File: config.mk
export PLATFORM = sky130hd
export DESIGN_NAME = tdc_hit_merge
export DESIGN_NICKNAME = d
export VERILOG_FILES = /design/src/rtl/tdc_merge_pkg.sv /design/src/rtl/tdc_slot_timer.sv /design/src/rtl/tdc_chan_freeze.sv /design/src/rtl/tdc_merge_chain.sv /design/src/rtl/tdc_zs_fifo.sv /design/src/rtl/tdc_hit_merge.sv
export SDC_FILE = /design/constraint.sdc
export NUM_CORES = 2
export LEC_CHECK = 0
export ABC_CLOCK_PERIOD_IN_PS = 9650
export BUFFER_PORTS_ARGS = -buffer_cell sky130_fd_sc_hd__clkbuf_2
export CAP_MARGIN = 20
export CORE_MARGIN = 4
export CORE_UTILIZATION = 40
export DETAILED_ROUTE_END_ITERATION = 8
export GPL_TIMING_DRIVEN = 1
export MAX_ROUTING_LAYER = met4
export PLACE_DENSITY = 0.65
export RECOVER_POWER = 50
export SKIP_CTS_REPAIR_TIMING = 1
export SLEW_MARGIN = 15
export SYNTH_ARGS = -nofsm -noshare
export SYNTH_HDL_FRONTEND = slang
export SYNTH_SLANG_ARGS = --single-unit
File: constraint.sdc
create_clock -name clk_i -period 9.65 [get_ports clk_i]
set_input_delay 1.4475 -clock clk_i [delete_from_list [all_inputs] [get_ports clk_i]]
set_output_delay 1.4475 -clock clk_i [all_outputs]
set_load 0.01 [all_outputs]
File: src/rtl/tdc_merge_pkg.sv
package tdc_merge_pkg;
  localparam int unsigned DEF_NUM_CH    = 4;
  localparam int unsigned DEF_PAT_W     = 16;
  localparam int unsigned DEF_RATIO     = 4;
  localparam int unsigned DEF_BUF_DEPTH = 128;

  function automatic int unsigned safe_clog2(input int unsigned v);
    return (v <= 2) ? 1 : $clog2(v);
  endfunction
endpackage

File: src/rtl/tdc_slot_timer.sv
module tdc_slot_timer
  import tdc_merge_pkg::*;
#(
  parameter int unsigned RATIO  = DEF_RATIO,
  parameter int unsigned NUM_CH = DEF_NUM_CH
) (
  input  logic clk_i,
  input  logic rst_ni,
  output logic tick_o,
  output logic load_o
);
  localparam int unsigned PH_W = safe_clog2(RATIO);
  localparam int unsigned SL_W = safe_clog2(NUM_CH);

  logic [PH_W-1:0] ph_q;
  logic [SL_W-1:0] sl_q;

  assign tick_o = (ph_q == PH_W'(RATIO - 1));
  assign load_o = tick_o && (sl_q == '0);

  always_ff @(posedge clk_i or negedge rst_ni) begin
    if (!rst_ni) begin
      ph_q <= '0;
      sl_q <= '0;
    end else begin
      ph_q <= tick_o ? '0 : ph_q + 1'b1;
      if (tick_o) sl_q <= (sl_q == SL_W'(NUM_CH - 1)) ? '0 : sl_q + 1'b1;
    end
  end

  p_tick_gap_r4: assert property (@(posedge clk_i) disable iff (!rst_ni)
    tick_o |=> !tick_o);
  p_load_gap_r4: assert property (@(posedge clk_i) disable iff (!rst_ni)
    load_o |=> !load_o);
endmodule

File: src/rtl/tdc_chan_freeze.sv
module tdc_chan_freeze
  import tdc_merge_pkg::*;
#(
  parameter int unsigned PAT_W   = DEF_PAT_W,
  parameter int unsigned FRZ_CYC = DEF_NUM_CH * DEF_RATIO
) (
  input  logic             clk_i,
  input  logic             rst_ni,
  input  logic             hit_i,
  input  logic [PAT_W-1:0] pat_i,
  output logic             frozen_o,
  output logic [PAT_W-1:0] hold_o,
  output logic             lost_o
);
  localparam int unsigned CNT_W = safe_clog2(FRZ_CYC);

  logic             frozen_q, lost_q;
  logic [CNT_W-1:0] cnt_q;
  logic [PAT_W-1:0] hold_q;

  always_ff @(posedge clk_i or negedge rst_ni) begin
    if (!rst_ni) begin
      frozen_q <= 1'b0;
      lost_q   <= 1'b0;
      cnt_q    <= '0;
      hold_q   <= '0;
    end else if (frozen_q) begin
      if (hit_i) lost_q <= 1'b1;
      if (cnt_q == '0) frozen_q <= 1'b0;
      else             cnt_q    <= cnt_q - 1'b1;
    end else if (hit_i) begin
      frozen_q <= 1'b1;
      cnt_q    <= CNT_W'(FRZ_CYC - 1);
      hold_q   <= pat_i;
    end
  end

  assign frozen_o = frozen_q;
  assign hold_o   = hold_q;
  assign lost_o   = lost_q;

  p_freeze_start_r2: assert property (@(posedge clk_i) disable iff (!rst_ni)
    (!frozen_q && hit_i) |=> (frozen_q && hold_q == $past(pat_i)));
  p_hold_stable_r3: assert property (@(posedge clk_i) disable iff (!rst_ni)
    frozen_q |=> $stable(hold_q));
  p_lost_sticky_r3: assert property (@(posedge clk_i) disable iff (!rst_ni)
    lost_q |=> lost_q);
endmodule

File: src/rtl/tdc_merge_chain.sv
module tdc_merge_chain
  import tdc_merge_pkg::*;
#(
  parameter int unsigned NUM_CH = DEF_NUM_CH,
  parameter int unsigned PAT_W  = DEF_PAT_W
) (
  input  logic                    clk_i,
  input  logic                    rst_ni,
  input  logic                    tick_i,
  input  logic                    load_i,
  input  logic [NUM_CH-1:0]       frozen_i,
  input  logic [NUM_CH*PAT_W-1:0] hold_i,
  output logic                    push_o,
  output logic [safe_clog2(NUM_CH)-1:0] push_tag_o,
  output logic [PAT_W-1:0]        push_pat_o
);
  localparam int unsigned TAG_W = safe_clog2(NUM_CH);
  localparam int unsigned LAST  = NUM_CH - 1;

  logic [NUM_CH-1:0] v_q;
  logic [TAG_W-1:0]  tag_q [NUM_CH];
  logic [PAT_W-1:0]  pat_q [NUM_CH];

  for (genvar k = 0; k < NUM_CH; k++) begin : g_stage
    logic             up_v;
    logic [TAG_W-1:0] up_tag;
    logic [PAT_W-1:0] up_pat;

    if (k == 0) begin : g_head
      assign up_v   = 1'b0;
      assign up_tag = '0;
      assign up_pat = '0;
    end else begin : g_body
      assign up_v   = v_q[k-1];
      assign up_tag = tag_q[k-1];
      assign up_pat = pat_q[k-1];
    end

    always_ff @(posedge clk_i or negedge rst_ni) begin
      if (!rst_ni) begin
        v_q[k]   <= 1'b0;
        tag_q[k] <= '0;
        pat_q[k] <= '0;
      end else if (tick_i) begin
        if (load_i) begin
          v_q[k]   <= frozen_i[k];
          tag_q[k] <= TAG_W'(k);
          pat_q[k] <= hold_i[k*PAT_W +: PAT_W];
        end else begin
          v_q[k]   <= up_v;
          tag_q[k] <= up_tag;
          pat_q[k] <= up_pat;
        end
      end
    end
  end

  assign push_o     = tick_i && v_q[LAST];
  assign push_tag_o = tag_q[LAST];
  assign push_pat_o = pat_q[LAST];

  p_fill_empty_r6: assert property (@(posedge clk_i) disable iff (!rst_ni)
    (tick_i && !load_i) |=> !v_q[0]);
  p_shift_out_r5: assert property (@(posedge clk_i) disable iff (!rst_ni)
    (tick_i && !load_i) |=> (v_q[LAST] == $past(v_q[LAST-1])));
endmodule

File: src/rtl/tdc_zs_fifo.sv
module tdc_zs_fifo
  import tdc_merge_pkg::*;
#(
  parameter int unsigned DEPTH = DEF_BUF_DEPTH,
  parameter int unsigned W     = 18
) (
  input  logic         clk_i,
  input  logic         rst_ni,
  input  logic         push_i,
  input  logic [W-1:0] push_data_i,
  input  logic         pop_i,
  output logic         valid_o,
  output logic [W-1:0] head_o,
  output logic         ovf_o
);
  localparam int unsigned AW = safe_clog2(DEPTH);

  logic [W-1:0]  mem_q [DEPTH];
  logic [AW-1:0] wr_q, rd_q;
  logic [AW:0]   cnt_q;
  logic          ovf_q;
  logic          pop_fire, push_fire, full;

  assign full      = (cnt_q == (AW+1)'(DEPTH));
  assign pop_fire  = pop_i && (cnt_q != '0);
  assign push_fire = push_i && (!full || pop_fire);

  always_ff @(posedge clk_i) begin
    if (push_fire) mem_q[wr_q] <= push_data_i;
  end

  always_ff @(posedge clk_i or negedge rst_ni) begin
    if (!rst_ni) begin
      wr_q  <= '0;
      rd_q  <= '0;
      cnt_q <= '0;
      ovf_q <= 1'b0;
    end else begin
      if (push_fire) wr_q <= (wr_q == AW'(DEPTH - 1)) ? '0 : wr_q + 1'b1;
      if (pop_fire)  rd_q <= (rd_q == AW'(DEPTH - 1)) ? '0 : rd_q + 1'b1;
      cnt_q <= cnt_q + (AW+1)'(push_fire) - (AW+1)'(pop_fire);
      if (push_i && !push_fire) ovf_q <= 1'b1;
    end
  end

  assign valid_o = (cnt_q != '0);
  assign head_o  = mem_q[rd_q];
  assign ovf_o   = ovf_q;

  p_no_overflow_r8: assert property (@(posedge clk_i) disable iff (!rst_ni)
    cnt_q <= (AW+1)'(DEPTH));
  p_ovf_sticky_r8: assert property (@(posedge clk_i) disable iff (!rst_ni)
    ovf_q |=> ovf_q);
  p_pop_drains_r7: assert property (@(posedge clk_i) disable iff (!rst_ni)
    (pop_i && valid_o && !push_i) |=> (cnt_q == $past(cnt_q) - 1'b1));
endmodule

File: src/rtl/tdc_hit_merge.sv
module tdc_hit_merge
  import tdc_merge_pkg::*;
#(
  parameter int unsigned NUM_CH    = DEF_NUM_CH,
  parameter int unsigned PAT_W     = DEF_PAT_W,
  parameter int unsigned RATIO     = DEF_RATIO,
  parameter int unsigned BUF_DEPTH = DEF_BUF_DEPTH,
  localparam int unsigned TAG_W    = safe_clog2(NUM_CH)
) (
  input  logic                    clk_i,
  input  logic                    rst_ni,
  input  logic [NUM_CH-1:0]       hit_i,
  input  logic [NUM_CH*PAT_W-1:0] pat_i,
  input  logic                    pop_i,
  output logic [NUM_CH-1:0]       sample_en_o,
  output logic [NUM_CH-1:0]       lost_o,
  output logic                    out_valid_o,
  output logic [TAG_W-1:0]        out_tag_o,
  output logic [PAT_W-1:0]        out_pat_o,
  output logic                    ovf_o
);
  localparam int unsigned FRZ_CYC = NUM_CH * RATIO;
  localparam int unsigned ENT_W   = TAG_W + PAT_W;

  logic                    tick, load;
  logic [NUM_CH-1:0]       frozen;
  logic [NUM_CH*PAT_W-1:0] hold;
  logic                    push;
  logic [TAG_W-1:0]        push_tag;
  logic [PAT_W-1:0]        push_pat;
  logic [ENT_W-1:0]        head;

  tdc_slot_timer #(.RATIO(RATIO), .NUM_CH(NUM_CH)) u_timer (
    .clk_i, .rst_ni, .tick_o(tick), .load_o(load)
  );

  for (genvar k = 0; k < NUM_CH; k++) begin : g_ch
    tdc_chan_freeze #(.PAT_W(PAT_W), .FRZ_CYC(FRZ_CYC)) u_frz (
      .clk_i, .rst_ni,
      .hit_i   (hit_i[k]),
      .pat_i   (pat_i[k*PAT_W +: PAT_W]),
      .frozen_o(frozen[k]),
      .hold_o  (hold[k*PAT_W +: PAT_W]),
      .lost_o  (lost_o[k])
    );
  end

  assign sample_en_o = ~frozen;

  tdc_merge_chain #(.NUM_CH(NUM_CH), .PAT_W(PAT_W)) u_chain (
    .clk_i, .rst_ni,
    .tick_i    (tick),
    .load_i    (load),
    .frozen_i  (frozen),
    .hold_i    (hold),
    .push_o    (push),
    .push_tag_o(push_tag),
    .push_pat_o(push_pat)
  );

  tdc_zs_fifo #(.DEPTH(BUF_DEPTH), .W(ENT_W)) u_buf (
    .clk_i, .rst_ni,
    .push_i     (push),
    .push_data_i({push_tag, push_pat}),
    .pop_i,
    .valid_o    (out_valid_o),
    .head_o     (head),
    .ovf_o
  );

  assign {out_tag_o, out_pat_o} = head;

  p_lost_needs_freeze_r3: assert property (@(posedge clk_i) disable iff (!rst_ni)
    ($rose(lost_o[0])) |-> $past(!sample_en_o[0]));
endmodule

==> impl_metrics.env <==
export IMPL_ios=99
export IMPL_nets=5249
export IMPL_root_buffer="clkbuf_16"
export IMPL_overflow=0
export IMPL_drt_iter0_drc=6274
export IMPL_synth_edf_count=2304
export IMPL_cts_buffers=238
export IMPL_internal_power_w=0.0209
export IMPL_grt_pass1_vias=49362
export IMPL_cts_tree="built"
export IMPL_hold_violations=0
export IMPL_cp_required_ns=8.20
export IMPL_slew_headroom_pct=-255
export IMPL_drive_above_1_share_pct=23.4
export IMPL_via_count=49432
export IMPL_grt_max_degree=124
export IMPL_gp_congestion=0.823
export IMPL_peakVddDrop_uv=229
export IMPL_crit_arrival_ns=5.69
export IMPL_layout_common_cells="edfxtp_1, mux4_2, mux2i_1"
export IMPL_async_reset_ff_share_pct=7.51
export IMPL_yosysSeqAreaShare_pct=76.6
export IMPL_route_met2_wl_mm=117
export IMPL_syn_num_nets=4982
export IMPL_fin_crit_ns=7.14
export IMPL_ys_dominant_reg_cell="edfxtp_1"
export IMPL_cp_start_kind="flop"
export IMPL_clk_path_buf_depth=3
export IMPL_layout_cells_non_filler=8528
export IMPL_maxSlewViolCount=2381
export IMPL_h_tree_depth=4
export IMPL_syn2layout_area_growth_pct=13.4
export IMPL_reg2reg_slack_ns=3.71
export IMPL_grt_pass1_wl_mm=357
export IMPL_status="complete, but fails checks"
export IMPL_initial_core_util_pct=40.4
export IMPL_min_path_type="reg2reg"
export IMPL_dpl_cell_area_mm2=0.102
export IMPL_synth_cells=4885
export IMPL_critPathCaptureType="output port"
export IMPL_yosys_warnings=0
export IMPL_min_period_over_period_pct=74.0
export IMPL_netlist_area_mm2=0.0964
export IMPL_ant_nets=0
export IMPL_fmax_mhz=140
export IMPL_power_leakage_nw=36.1
export IMPL_maxCapViolCount=34
export IMPL_port_buffers=98
export IMPL_crit_fanout=41
export IMPL_ys_types=61
export IMPL_wl_met3_mm=21.6
export IMPL_ys_ff_latch=2491
export IMPL_fp_dieH_um=499
export IMPL_dp_cells=8073
export IMPL_skew_ns=0.0713
export IMPL_clkPwrFrac_pct=30.6
export IMPL_die_x_um=499
export IMPL_combPwrFrac_pct=21.7
export IMPL_p_switching_w=0.00948
export IMPL_layout_commonest_cell="edfxtp_1"
export IMPL_drt_pre_antenna_iters=7
export IMPL_antenna_found_initial=7
export IMPL_wl_per_cell_um=29.0
export IMPL_cellPowerDensity_mw_per_mm2=278
export IMPL_p_seq_share_pct=47.7
export IMPL_clk_latency_ns=0.89
export IMPL_path_clk_slew_ns=0.06
export IMPL_syn_avg_cell_area_um2=19.7
export IMPL_post_route_util_pct=45.8
export IMPL_viasPerCell=5.80
export IMPL_timing_worst_slew_pin_value_ns=5.32
export IMPL_die_area_mm2=0.249
export IMPL_rows=179
export IMPL_violations="max-capacitance violations, max-slew violations"
export IMPL_stdcell_area_mm2=0.109
export IMPL_post_dp_hpwl_mm=143
export IMPL_rsz0062_at_grt="false"
export IMPL_coreArea_mm2=0.239
export IMPL_cts_sink_count=2491
export IMPL_topRoutingLayerUsed="met4"
export IMPL_setup_viol=0
export IMPL_worstSetupPathType="reg2out"
export IMPL_wirelength_mm=247
export IMPL_switching_share_pct=31.2
export IMPL_wl_met1_mm=99.4
export IMPL_finalSetupTns_ns=0
export IMPL_drcViolationCount=0
export IMPL_grt_usage_pct=20.2
-- worst max-delay path: stages (launching register included) --
cell	delay (ns)
dfrtp_4	0.96
buf_4	0.60
buf_4	0.48
mux4_2	0.55
a22oi_1	0.43
a211oi_1	0.25
a211oi_1	0.93
a21oi_1	0.31
clkbuf_2	0.23
-- power by group through the flow --
stage	clock, W	sequential (W)	combinational (W)
2_1_floorplan	0	0.0145	0.00355
3_3_place_gp	0	0.0145	0.00646
3_5_place_dp	0	0.0145	0.00659
4_1_cts	0.00941	0.0143	0.00660
5_1_grt	0.00987	0.0146	0.00692
6_report	0.00929	0.0145	0.00658
-- cells by family after synthesis --
family | count (synthesis) | synth area share [%]
flip-flops | 2491 | 76.6
multiplexers | 818 | 14.5
AND/OR/NAND/NOR | 661 | 2.90
AO/OA/AOI/OAI | 542 | 3.79
buffers and inverters | 330 | 1.72
adder cells (fa/ha/maj) | 26 | 0.345
XOR/XNOR | 17 | 0.154
-- layout make-up --
class                      instances  area (um2)
antenna                            2        5.00
clock buffer                     283        6180
clock inverter                   164        1630
fill                           19954      129000
inverter                          48         180
multi-input combinational       2064       21200
sequential                      2491       73900
tap                             3167        3960
timing repair buffer             309        2200
-- Yosys cell counts (14+ instances only) --
cell,n,area [um2]
inv_1,48,180
ha_1,25,313
mux2_2,33,372
dfrtp_1,187,4680
o211ai_1,14,105
nand2_1,287,1080
a22oi_1,150,1130
a22o_1,15,131
buf_6,23,259
buf_1,36,135
mux4_2,456,10300
edfxtp_1,2304,69200
nand3_1,68,340
nor2_1,221,830
mux2i_1,329,3290
buf_2,38,190
o22ai_1,49,307
o221ai_1,21,184
a21oi_1,132,661
a211oi_1,59,443
clkbuf_1,136,510
buf_4,47,353
o21ai_0,46,230
nor2b_1,15,93.8
-- routing by layer --
metal	up-vias	global-route usage [%]
met2	2473	30.8
met1	26147	27.7
met4	0	7.05
met3	437	3.39
li1	20375	-
met5	-	-
-- through the flow --
step	power, W	setup WS (ns)	hold WS, ns
floorplan	0.0180	5.84	0.403
global placement	0.0209	3.41	0.437
detailed placement	0.0211	3.51	0.447
CTS	0.0303	2.59	0.466
global route	0.0314	2.36	0.452
finish	0.0304	2.51	0.431
-- flip-flops by register name, summed over array words and instances (netlist names), 3 cells and up --
register and count:
u_buf.wr_q 7, u_buf.rd_q 7, g_ch.u_frz.lost_o 4, u_buf.cnt_q 8, g_ch.u_frz.hold_o 64, u_chain.g_stage.up_v 3
u_buf.mem_q 2304, u_chain.push_pat_o 16, g_ch.u_frz.cnt_q 16, u_chain.g_stage.up_pat 48, g_ch.u_frz.frozen_o 4
-- path summary, 6_finish.rpt --
path,startpoint,depth (start not counted),end
max reg2reg,u_chain.push_pat_o[2],1,u_buf.mem_q[64][2]
min in group asynchronous,rst_ni,1,g_ch[3].u_frz.cnt_q[1]
max in group asynchronous,rst_ni,2,u_chain.push_pat_o[14]
min,u_timer.ph_q[0],1,u_timer.ph_q[0]
max,u_buf.rd_q[0],8,out_pat_o[6]
min reg2reg,u_timer.ph_q[0],1,u_timer.ph_q[0]
Power figures use the tool's default switching activity.
